**src/rtl/rdiv_pkg.sv**
```systemverilog
package rdiv_pkg;

  typedef enum logic {
    ST_IDLE = 1'b0,
    ST_RUN  = 1'b1
  } rdiv_state_e;

endpackage

```
**src/rtl/rdiv_step.sv**
```systemverilog
// One shift / trial-subtract / restore iteration on the working register.
module rdiv_step #(
  parameter int WIDTH = 16
) (
  input  logic [2*WIDTH-1:0] acc_i,
  input  logic [WIDTH-1:0]   divisor_i,
  output logic [2*WIDTH-1:0] acc_o
);
  localparam int TW = WIDTH + 1;

  logic [TW-1:0] shifted_hi;
  logic [TW-1:0] trial;
  logic          negative;

  // Upper half after the left shift keeps the bit that leaves the top.
  assign shifted_hi = acc_i[2*WIDTH-1:WIDTH-1];
  assign trial      = shifted_hi - {1'b0, divisor_i};
  assign negative   = trial[TW-1];

  always_comb begin
    if (negative) begin
      // Restore: keep the shifted partial remainder, quotient bit 0.
      acc_o = {shifted_hi[WIDTH-1:0], acc_i[WIDTH-2:0], 1'b0};
    end else begin
      acc_o = {trial[WIDTH-1:0], acc_i[WIDTH-2:0], 1'b1};
    end
  end

endmodule

```
**src/rtl/rdiv_ctrl.sv**
```systemverilog
// Sequencer: accepts a request, counts WIDTH iterations, flags the last one.
module rdiv_ctrl
  import rdiv_pkg::*;
#(
  parameter int WIDTH = 16
) (
  input  logic clk,
  input  logic rst,
  input  logic start_i,
  input  logic zero_div_i,
  output logic load_o,
  output logic zero_o,
  output logic step_o,
  output logic last_o,
  output logic busy_o
);
  localparam int CNT_W = $clog2(WIDTH + 1);
  localparam logic [CNT_W-1:0] LAST_CNT = CNT_W'(WIDTH - 1);

  rdiv_state_e      state_q;
  logic [CNT_W-1:0] cnt_q;
  logic             accept;

  assign accept = start_i && (state_q == ST_IDLE);
  assign load_o = accept && !zero_div_i;
  assign zero_o = accept && zero_div_i;
  assign step_o = (state_q == ST_RUN);
  assign last_o = step_o && (cnt_q == LAST_CNT);
  assign busy_o = (state_q == ST_RUN);

  always_ff @(posedge clk) begin
    if (rst) begin
      state_q <= ST_IDLE;
      cnt_q   <= '0;
    end else begin
      case (state_q)
        ST_IDLE: begin
          if (load_o) begin
            state_q <= ST_RUN;
            cnt_q   <= '0;
          end
        end
        ST_RUN: begin
          cnt_q <= cnt_q + 1'b1;
          if (last_o) begin
            state_q <= ST_IDLE;
          end
        end
        default: state_q <= ST_IDLE;
      endcase
    end
  end

endmodule

```
**src/rtl/restoring_divider.sv**
```systemverilog
module restoring_divider #(
  parameter int WIDTH = 16
) (
  input  logic             clk,
  input  logic             rst,
  input  logic             start_i,
  input  logic [WIDTH-1:0] dividend_i,
  input  logic [WIDTH-1:0] divisor_i,
  output logic             busy_o,
  output logic             done_o,
  output logic [WIDTH-1:0] quotient_o,
  output logic [WIDTH-1:0] remainder_o,
  output logic             div_zero_o
);
  localparam int ACC_W = 2 * WIDTH;

  logic [ACC_W-1:0] acc_q;
  logic [ACC_W-1:0] acc_next;
  logic [WIDTH-1:0] dvr_q;
  logic             load, zero_req, step, last;
  logic             zero_div;

  assign zero_div = (divisor_i == '0);

  rdiv_ctrl #(.WIDTH(WIDTH)) ctrl_i (
    .clk       (clk),
    .rst       (rst),
    .start_i   (start_i),
    .zero_div_i(zero_div),
    .load_o    (load),
    .zero_o    (zero_req),
    .step_o    (step),
    .last_o    (last),
    .busy_o    (busy_o)
  );

  rdiv_step #(.WIDTH(WIDTH)) step_i (
    .acc_i    (acc_q),
    .divisor_i(dvr_q),
    .acc_o    (acc_next)
  );

  // Working register: remainder on the left, dividend/quotient on the right.
  always_ff @(posedge clk) begin
    if (rst) begin
      acc_q <= '0;
      dvr_q <= '0;
    end else if (load) begin
      acc_q <= {{WIDTH{1'b0}}, dividend_i};
      dvr_q <= divisor_i;
    end else if (step) begin
      acc_q <= acc_next;
    end
  end

  // Result registers written only on completion.
  always_ff @(posedge clk) begin
    if (rst) begin
      done_o      <= 1'b0;
      quotient_o  <= '0;
      remainder_o <= '0;
      div_zero_o  <= 1'b0;
    end else if (last) begin
      done_o      <= 1'b1;
      quotient_o  <= acc_next[WIDTH-1:0];
      remainder_o <= acc_next[ACC_W-1:WIDTH];
      div_zero_o  <= 1'b0;
    end else if (zero_req) begin
      done_o      <= 1'b1;
      quotient_o  <= '1;
      remainder_o <= dividend_i;
      div_zero_o  <= 1'b1;
    end else begin
      done_o      <= 1'b0;
    end
  end

endmodule

```
**config.mk**
```make
export PLATFORM = sky130hd
export DESIGN_NAME = restoring_divider
export DESIGN_NICKNAME = d
export VERILOG_FILES = /design/src/rtl/rdiv_pkg.sv /design/src/rtl/rdiv_step.sv /design/src/rtl/rdiv_ctrl.sv /design/src/rtl/restoring_divider.sv
export SDC_FILE = /design/constraint.sdc
export NUM_CORES = 1
export LEC_CHECK = 0
export BUFFER_PORTS_ARGS = -buffer_cell sky130_fd_sc_hd__buf_2
export CORE_UTILIZATION = 40
export CTS_CLUSTER_DIAMETER = 60
export DETAILED_ROUTE_END_ITERATION = 10
export PLACE_DENSITY_LB_ADDON = 0.25
export RECOVER_POWER = 50
export SLEW_MARGIN = 20
export SYNTH_ARGS = -nofsm -noshare
export SYNTH_HDL_FRONTEND = slang
export SYNTH_SLANG_ARGS = --single-unit
export TNS_END_PERCENT = 5
```
**constraint.sdc**
```tcl
create_clock -name clk -period 3.2 [get_ports clk]
set_input_delay 0.16 -clock clk [delete_from_list [all_inputs] [get_ports clk]]
set_output_delay 0.16 -clock clk [all_outputs]
set_load 0.02 [all_outputs]
```
==> impl_metrics.csv, run 1 <==
group,metric,value,unit
yosys,synth_area_leaders,"dfxtp_1 39%, a21oi_1 7.1%, nand2_1 5.4%, ha_1 5.0%, nor3_1 4.8%",
placement,portBuffers,69,
global_routing,grt_max_degree,60,
power_and_ir_drop,seqPwrFrac,0.389,
floorplanning,fp.dieH,108,um
routing,drc_errors,0,
routing,drtIter0Drc,277,
cts,h-tree-depth,3,
final_layout,antenna_cells,0,
final_layout,drive_above_1_share,0.115,
routing,drtPass1Iterations,4,
critical_path,r2r-start,"ctrl_i.busy_o",
timing,finalCriticalPeriod,2.85,ns
power_and_ir_drop,pwr-share-comb,0.224,
hold_path,hold_class,"in2reg",
global_routing,grt_pass1_wl,19000,um
floorplanning,core-area,10900,um^2
power_and_ir_drop,p_int,2100,uW
timing,finalHoldViolCount,0,
timing,worst_slew_pin_slew,1.13,ns
routing,vias,4098,
yosys,synth.distinct_cells,54,
timing,fin_worst_skew,0.00847,ns
yosys,synth_seq_cells,88,
cts,worstSkewPairLatency,0.35,ns
critical_path,crit_required,3.41,ns
placement,placed_area,4950,um^2
cts,clkSinkCount,88,
cts,cts_tree,"built",
yosys,synth_edf_count,0,
power_and_ir_drop,cellPowerDensity,579,nW/um^2
floorplanning,start_util,0.413,
cts,cts_buffers,9,
yosys,netlist_area,4520,um^2
yosys,async_reset_ff_frac,0,
critical_path,worst-r2r-cell-count,7,
floorplanning,dieArea,11700,um^2
routing,antenna_left,0,
power_and_ir_drop,pwr-share-clk,0.387,
yosys,synth.top_cell.area_share,0.390,
timing,slew_viol_final,0,
critical_path,arrival,3.06,ns
placement,hpwlAfterDp,8280,um
cts,postCtsSetupRepairBufs,0,
timing,fin_crit_sh,0.889,
cts,hold_buffers,0,
timing,rsz0062_at_grt,"false",
cts,cts_buffer_depth,2,
final_layout,fill_cells,1121,
power_and_ir_drop,ir_drop,0.000275,V
global_routing,grt-ovfl-total,0,
critical_path,path_class,"reg2reg",
routing,routed_via_density,5.46,
critical_path,setup.worst_path.start,"ctrl_i.busy_o",
timing,setup-violations-final,0,
yosys,yosysMostFrequentCell,"dfxtp_1",
yosys,ys_top_cells_by_count,"88 x dfxtp_1, 65 x nand2_1, 64 x a21oi_1",
timing,tns,0,ns
power_and_ir_drop,finalPower,3020,uW
global_routing,track_usage,0.210,
yosys,yosysSeqAreaShare,0.390,
critical_path,cp-end-kind,"flip-flop",
yosys,netlist.top_cell.by_area,"dfxtp_1",
yosys,synth_nets,609,
yosys,synthCells,555,
power_and_ir_drop,switchingPower,928,uW
run,maxCapViolations,0,
routing,postRouteWirelength,11700,um
status,status,"finished, final reports clean",
global_routing,grt_pass1_vias,3843,
hold_path,min_path_cells,3,
power_and_ir_drop,power.leakage,0.00201,uW
cts,cts_root_buf,"clkbuf_16",
final_layout,area_growth,15.6,%
floorplanning,num_rows,38,
floorplanning,ios,70,
final_layout,fin_area,5220,um^2
timing,fmax,0.351,GHz
global_routing,antenna_found_initial,0,
yosys,synth_top_flop_cell,"dfxtp_1",
hold_path,min_from,"divisor_i[8]",
timing,slew_headroom,0.248,
yosys,yosysWarnings,0,
yosys,syn_area_per_cell,8.14,um^2
power_and_ir_drop,switching_share,0.307,
final_layout,nNetsFinal,660,
cts,clkSlewWorstSetupHoldPaths,0.06,ns
cts,cts_resized,0,
critical_path,worstPathMaxFanout,59,
floorplanning,fp.dieW,108,um
routing,wl_per_cell,15.6,um
placement,gp_congestion,0.875,
critical_path,startpoint_type,"flip-flop",
[power groups by stage]
stage               Sequential (uW)  Clock (uW)  Combinational (uW)
global placement               1200           0                 666
finish                         1180        1170                 677
floorplan                      1190           0                 530
detailed placement             1200           0                 675
CTS                            1180        1190                 679
global route                   1180        1230                 750
[state kept, by name (all words and copies together), names as in the netlist]
signal / flops
ctrl_i.cnt_q: 5
acc_q: 32
remainder_o: 16
quotient_o: 16
done_o: 1
div_zero_o: 1
ctrl_i.busy_o: 1
dvr_q: 16
[critical path, cell delays in order, from the launching register on]
cell and delay (ns):
dfxtp_1 0.32, clkbuf_2 0.63, nor3b_4 0.34, clkbuf_2 0.56, clkbuf_2 0.45, nor2b_1 0.09
a211oi_1 0.24, a211oi_1 0.07
[area by class of cell]
| class | instances | area (um^2) | share of cell area |
|---|---|---|---|
| Tap cell | 140 | 175 | 0.0335 |
| Multi-Input combinational cell | 405 | 2510 | 0.480 |
| Inverter | 22 | 82.6 | 0.0158 |
| Clock buffer | 9 | 225 | 0.0431 |
| Timing Repair Buffer | 80 | 369 | 0.0707 |
| Clock inverter | 7 | 101 | 0.0194 |
| Sequential cell | 88 | 1760 | 0.337 |
[metrics by stage]
stage	setup WS, ns	utilization	hold WS (ns)	cells
floorplan	0.745	-	0.296	555
global placement	0.570	0.453	0.414	735
detailed placement	0.461	0.453	0.417	735
CTS	0.451	0.483	0.0481	751
global route	0.150	0.477	0.0650	751
finish	0.354	0.477	0.0586	751
[final timing paths]
kind	slack (ns)	endpoint
min	0.06	dvr_q[8]
min reg2reg	0.45	dvr_q[14]
max reg2reg	0.35	remainder_o[13]
max	0.35	remainder_o[13]
[kinds of logic (layout without fill, tap and decap cells)]
logic type                 Yosys count  after routing  synth area share
buffers and inverters               62            118            0.0562
AOI/OAI and AO/OA                  154            154             0.214
and+or+nand+nor                    201            201             0.219
DFF                                 88             88             0.390
xor gates and xnor gates            13             13            0.0252
muxes                               18             18            0.0405
adders and majority gates           19             19            0.0543
[layout by cell type, fill, tap and decap left out, types with 3 or more instances in the layout]
master	n
nor2_1	31
a211oi_1	25
mux2i_1	16
and2_1	3
o21a_1	3
a21o_1	7
ha_1	18
inv_1	21
clkbuf_16	9
clkbuf_2	3
a31oi_1	4
o21ai_0	19
a22oi_1	15
buf_2	34
buf_4	6
nor4_1	5
nor2b_1	12
nand2_1	65
dfxtp_1	88
nor3_1	43
a21oi_1	64
o211ai_1	5
xnor2_1	5
xor2_1	8
nand2b_1	6
nand4_1	9
nand3_1	11
clkbuf_1	36
[layer usage]
layer / wire length [um] / vias to the layer above / track usage
li1: - / 2093 / -
met1: 5700 / 1896 / 0.281
met2: 5250 / 93 / 0.329
met3: 521 / 16 / 0.0368
met4: 247 / 0 / 0.0994
met5: 0 / - / 0
No activity file was read; power rests on OpenSTA's default activity.
==> run 2: changes to the inputs <==
Settings changed: CAP_MARGIN from default to 0, PLACE_DENSITY_LB_ADDON 0.25 to default.
==> impl_metrics.csv, run 2 (synthesis results as in run 1) <==
group,metric,value,unit
status,status,"finished, final reports clean",
power_and_ir_drop,ir_drop,0.000337,V
floorplanning,fp.dieW,108,um
placement,hpwlAfterDp,8340,um
floorplanning,num_rows,38,
cts,cts_tree,"built",
critical_path,worstPathMaxFanout,23,
final_layout,final_common_cell,"dfxtp_1",
timing,fmax,0.363,GHz
final_layout,fin_area,5210,um^2
routing,drtIter0Drc,313,
timing,fin_crit_sh,0.860,
cts,cts_resized,0,
floorplanning,fp.dieH,108,um
routing,vias,4070,
critical_path,setup.worst_path.start,"acc_q[15]",
timing,slew_headroom,0.278,
routing,drc_errors,0,
cts,clkSlewWorstSetupHoldPaths,0.07,ns
cts,h-tree-depth,3,
critical_path,crit_required,3.37,ns
critical_path,max_stage_delay,0.41,ns
placement,placed_area,4970,um^2
cts,hold_buffers,0,
routing,routed_via_density,5.42,
final_layout,antenna_cells,0,
global_routing,track_usage,0.208,
placement,pre_cts_ws,0.487,ns
placement,portBuffers,69,
timing,fin_worst_skew,0.0105,ns
floorplanning,ios,70,
final_layout,area_growth,15.4,%
cts,clkSinkCount,88,
critical_path,cp-end-kind,"flip-flop",
global_routing,grt_pass1_vias,3779,
routing,antenna_left,0,
timing,setup-violations-final,0,
cts,cts_root_buf,"clkbuf_16",
timing,slew_viol_final,0,
routing,postRouteWirelength,11500,um
critical_path,arrival,2.92,ns
cts,cts_buffers,9,
final_layout,largest_reg_flops,32,
final_layout,nNetsFinal,660,
cts,worstSkewPairLatency,0.34,ns
critical_path,crit_chain,"inv_1, ha_1, fa_1, nand2b_1, a21o_1, nand3_1, a211oi_2, nor3_4, buf_4, mux2i_1, a211oi_1",
routing,drtPass1Iterations,5,
power_and_ir_drop,cellPowerDensity,559,nW/um^2
critical_path,worst-r2r-cell-count,11,
final_layout,drive_above_1_share,0.113,
global_routing,grt_pass1_wl,18800,um
critical_path,path_class,"reg2reg",
critical_path,r2r_end,"remainder_o[6]",
floorplanning,core-area,10900,um^2
global_routing,antenna_found_initial,0,
placement,gp_congestion,0.856,
timing,rsz0062_at_grt,"false",
power_and_ir_drop,power.leakage,0.00200,uW
global_routing,grt-ovfl-total,0,
floorplanning,start_util,0.413,
global_routing,grt_max_degree,59,
timing,finalCriticalPeriod,2.75,ns
cts,postCtsSetupRepairBufs,0,
final_layout,largest-register,"acc_q",
floorplanning,dieArea,11700,um^2
critical_path,startpoint_type,"flip-flop",
final_layout,final_cell_mix,"88 x dfxtp_1, 65 x nand2_1, 64 x a21oi_1",
critical_path,r2r_setup_slack,0.45,ns
timing,tns,0,ns
routing,wl_per_cell,15.4,um
critical_path,r2r-start,"acc_q[15]",
timing,worst_slew_pin_slew,1.08,ns
critical_path,slowest_stage,"fa_1",
critical_path,setup.worst_path.end,"remainder_o[6]",
cts,cts_buffer_depth,2,
timing,setup_ws,0.448,ns
hold_path,hold_class,"in2reg",
timing,finalHoldViolCount,0,
final_layout,fill_cells,1122,
run,maxCapViolations,0,
==> run 2: cell count changes in the layout (fill, tap and decap cells not counted), sizes merged <==
cell,previous run,this run
clkbuf,48,50
inv,24,22
buf,41,42
bufinv,2,1
clkinv,2,3
clkinvlp,1,0
==> run 2: area by class of cell <==
| class | instances | area, um^2 | area share |
|---|---|---|---|
| inverters | 22 | 82.6 | 0.0158 |
| well taps | 140 | 175 | 0.0336 |
| clock inverters | 4 | 52.6 | 0.0101 |
| multi-input cells | 405 | 2510 | 0.481 |
| flip-flops and latches | 88 | 1760 | 0.338 |
| clock buffers | 12 | 246 | 0.0473 |
| repair buffers | 80 | 388 | 0.0744 |
==> run 2: how the worst min path moves through the flow <==
stage                   from        end  slack, ns  depth (start not counted)
2_1_floorplan  divisor_i[10]  dvr_q[10]       0.30                          2
3_3_place_gp   divisor_i[13]  dvr_q[13]       0.42                          3
3_5_place_dp    divisor_i[5]   dvr_q[5]       0.42                          3
4_1_cts         divisor_i[5]   dvr_q[5]       0.05                          3
5_1_grt        divisor_i[12]  dvr_q[12]       0.07                          3
6_report       divisor_i[10]  dvr_q[10]       0.07                          3
==> run 2: stage by stage <==
step | std cells | hold slack (ns) | utilization | total power [uW]
6_report | 751 | 0.0688 | 0.477 | 2910
5_1_grt | 751 | 0.0687 | 0.477 | 3070
4_1_cts | 751 | 0.0549 | 0.482 | 2940
3_5_place_dp | 735 | 0.420 | 0.454 | 1880
3_3_place_gp | 735 | 0.415 | 0.454 | 1870
2_1_floorplan | 555 | 0.296 | - | 1720
==> run 2: routing by layer <==
layer	global-route usage	wire length (um)	up-vias
met5	0	0	-
met2	0.328	5520	78
met1	0.279	5530	1896
li1	-	-	2092
met3	0.0488	401	4
met4	0.0685	93	0
==> run 2: power by group <==
| part | total [uW] | internal [uW] | switching, uW |
|---|---|---|---|
| Combinational | 676 | 264 | 412 |
| Clock | 1060 | 630 | 430 |
| Sequential | 1180 | 1140 | 36.1 |
==> run 2: worst max-delay path: cells and delay by family (launching register included) <==
family / cells / cell delay, ns
AO/OA/AOI/OAI: 3 / 0.40
adder cells (fa/ha/maj): 2 / 0.64
buffers and inverters: 2 / 0.41
flip-flops: 1 / 0.35
multiplexers: 1 / 0.29
AND/OR/NAND/NOR: 3 / 0.49
==> run 3: changes to the inputs <==
Settings changed: BUFFER_PORTS_ARGS -buffer_cell sky130_fd_sc_hd__buf_2 to default, DONT_BUFFER_PORTS from default to 1, PLACE_DENSITY from default to 0.51.
==> impl_metrics.csv, run 3 (synthesis results as in run 1) <==
group,metric,value,unit
floorplanning,fp.dieH,108,um
power_and_ir_drop,cellPowerDensity,587,nW/um^2
critical_path,crit_required,3.35,ns
global_routing,track_usage,0.215,
floorplanning,dieArea,11700,um^2
critical_path,worstPathMaxFanout,24,
timing,fmax,0.348,GHz
final_layout,fill_cells,1088,
routing,wl_per_cell,17.2,um
final_layout,ff_latch_area,1760,um^2
global_routing,met1_usage,0.278,
global_routing,met3_usage,0.0488,
final_layout,area_growth,15.2,%
cts,hold_buffers,23,
power_and_ir_drop,power.leakage,0.00195,uW
routing,drtIter0Drc,187,
global_routing,grt_max_degree,72,
run,maxCapViolations,1,
timing,fin_crit_sh,0.897,
cts,cts_root_buf,"clkbuf_16",
cts,h-tree-depth,3,
routing,routed_via_density,5.66,
timing,setup-violations-final,0,
hold_path,min_path_cells,3,
final_layout,final_common_cell,"dfxtp_1",
cts,cts_buffer_depth,2,
final_layout,largest-register,"acc_q",
cts,cts_tree,"built",
final_layout,final_cell_mix,"88 x dfxtp_1, 65 x nand2_1, 64 x a21oi_1",
cts,worstSkewPairLatency,0.35,ns
final_layout,final_cells,706,
floorplanning,ios,70,
routing,antenna_left,0,
placement,numPlacedInstances,667,
critical_path,max_stage_delay,0.40,ns
cts,clkSlewWorstSetupHoldPaths,0.07,ns
timing,finalCriticalPeriod,2.87,ns
final_layout,multiInputGateArea,2510,um^2
hold_path,min_from,"rst",
floorplanning,core-area,10900,um^2
power_and_ir_drop,pwr-share-clk,0.390,
placement,placed_area,4630,um^2
critical_path,slowest_stage,"fa_1",
final_layout,nNetsFinal,615,
global_routing,top_usage_layer,"met2",
power_and_ir_drop,seqPwrFrac,0.384,
hold_path,hold_end,"remainder_o[14]",
timing,slew_viol_final,37,
timing,rsz0062_at_grt,"false",
critical_path,r2r_end,"acc_q[26]",
cts,cts_resized,0,
critical_path,setup.worst_path.start,"acc_q[15]",
final_layout,final_util,0.476,
global_routing,grt_pass1_wl,19500,um
critical_path,worst-r2r-cell-count,11,
critical_path,r2r-start,"acc_q[15]",
power_and_ir_drop,finalPower,3050,uW
routing,drc_errors,0,
floorplanning,num_rows,38,
timing,slew_headroom,-0.110,
critical_path,startpoint_type,"flip-flop",
hold_path,hold_class,"in2reg",
placement,portBuffers,0,
power_and_ir_drop,switchingPower,911,uW
critical_path,arrival,3.02,ns
timing,tns,0,ns
global_routing,use_met2,0.344,
status,violations,"capacitance limit, slew limit",
cts,cts_buffers,9,
floorplanning,fp.dieW,108,um
power_and_ir_drop,pwr-share-comb,0.225,
critical_path,crit_chain,"inv_1, ha_1, fa_1, nand2b_1, a21o_1, nand3_1, a211oi_2, nor3_4, buf_4, mux2i_1, a21oi_1",
global_routing,antenna_found_initial,0,
final_layout,drive_above_1_share,0.0654,
critical_path,r2r_setup_slack,0.33,ns
power_and_ir_drop,ir_drop,0.000288,V
critical_path,path_class,"reg2reg",
floorplanning,start_util,0.413,
timing,worst_slew_pin_slew,1.67,ns
placement,hpwlAfterDp,8500,um
timing,finalHoldViolCount,0,
final_layout,fin_area,5200,um^2
routing,drtPass1Iterations,4,
critical_path,cp_top_family,"adder cells",
placement,gp_congestion,0.848,
routing,postRouteWirelength,12100,um
timing,fin_worst_skew,0.00604,ns
critical_path,cp-end-kind,"flip-flop",
global_routing,grt_pass1_vias,3938,
cts,postCtsSetupRepairBufs,0,
final_layout,antenna_cells,0,
routing,vias,3998,
status,status,"complete, but fails checks",
critical_path,crit_buf_inv,2,
power_and_ir_drop,p_int,2140,uW
power_and_ir_drop,switching_share,0.298,
global_routing,grt-ovfl-total,0,
cts,clkSinkCount,88,
final_layout,largest_reg_flops,32,
run 3: how the worst max path moves through the flow:
stage / endpoint / slack (ns) / depth (start not counted)
5_1_grt: acc_q[26] / 0.15 / 11
3_3_place_gp: remainder_o[10] / 0.50 / 11
4_1_cts: remainder_o[10] / 0.37 / 11
6_report: acc_q[26] / 0.33 / 11
3_5_place_dp: remainder_o[10] / 0.38 / 11
2_1_floorplan: remainder_o[7] / 0.74 / 11
run 3: cell type report:
class,count,share of cell area
sequential,88,0.339
clock buffer,11,0.0486
inverter,22,0.0159
timing repair buffer,35,0.0652
multi-input combinational,405,0.482
clock inverter,5,0.0166
tap,140,0.0337
run 3: layer usage:
metal	vias to the layer above	routed length, um
met2	106	5470
met1	1874	5640
li1	1990	-
met5	-	0
met4	0	316
met3	28	717
run 3: tightest hold or removal path, cell delays in order:
cell     delay (ns)
a21oi_1        0.02
nand4_1        0.07
nand2_1        0.05
run 3: metrics by stage:
stage | worst slack (ns) | hold slack, ns
4_1_cts | 0.367 | 0.000238
3_3_place_gp | 0.504 | 0.233
2_1_floorplan | 0.745 | 0.296
3_5_place_dp | 0.383 | 0.234
5_1_grt | 0.147 | 0.00629
6_report | 0.328 | 0.00949
run 3: power by group through the flow:
stage | sequential [uW] | combinational [uW] | clock (uW)
2_1_floorplan | 1190 | 530 | 0
3_3_place_gp | 1200 | 639 | 0
3_5_place_dp | 1200 | 648 | 0
4_1_cts | 1170 | 693 | 1220
5_1_grt | 1180 | 759 | 1250
6_report | 1170 | 688 | 1190
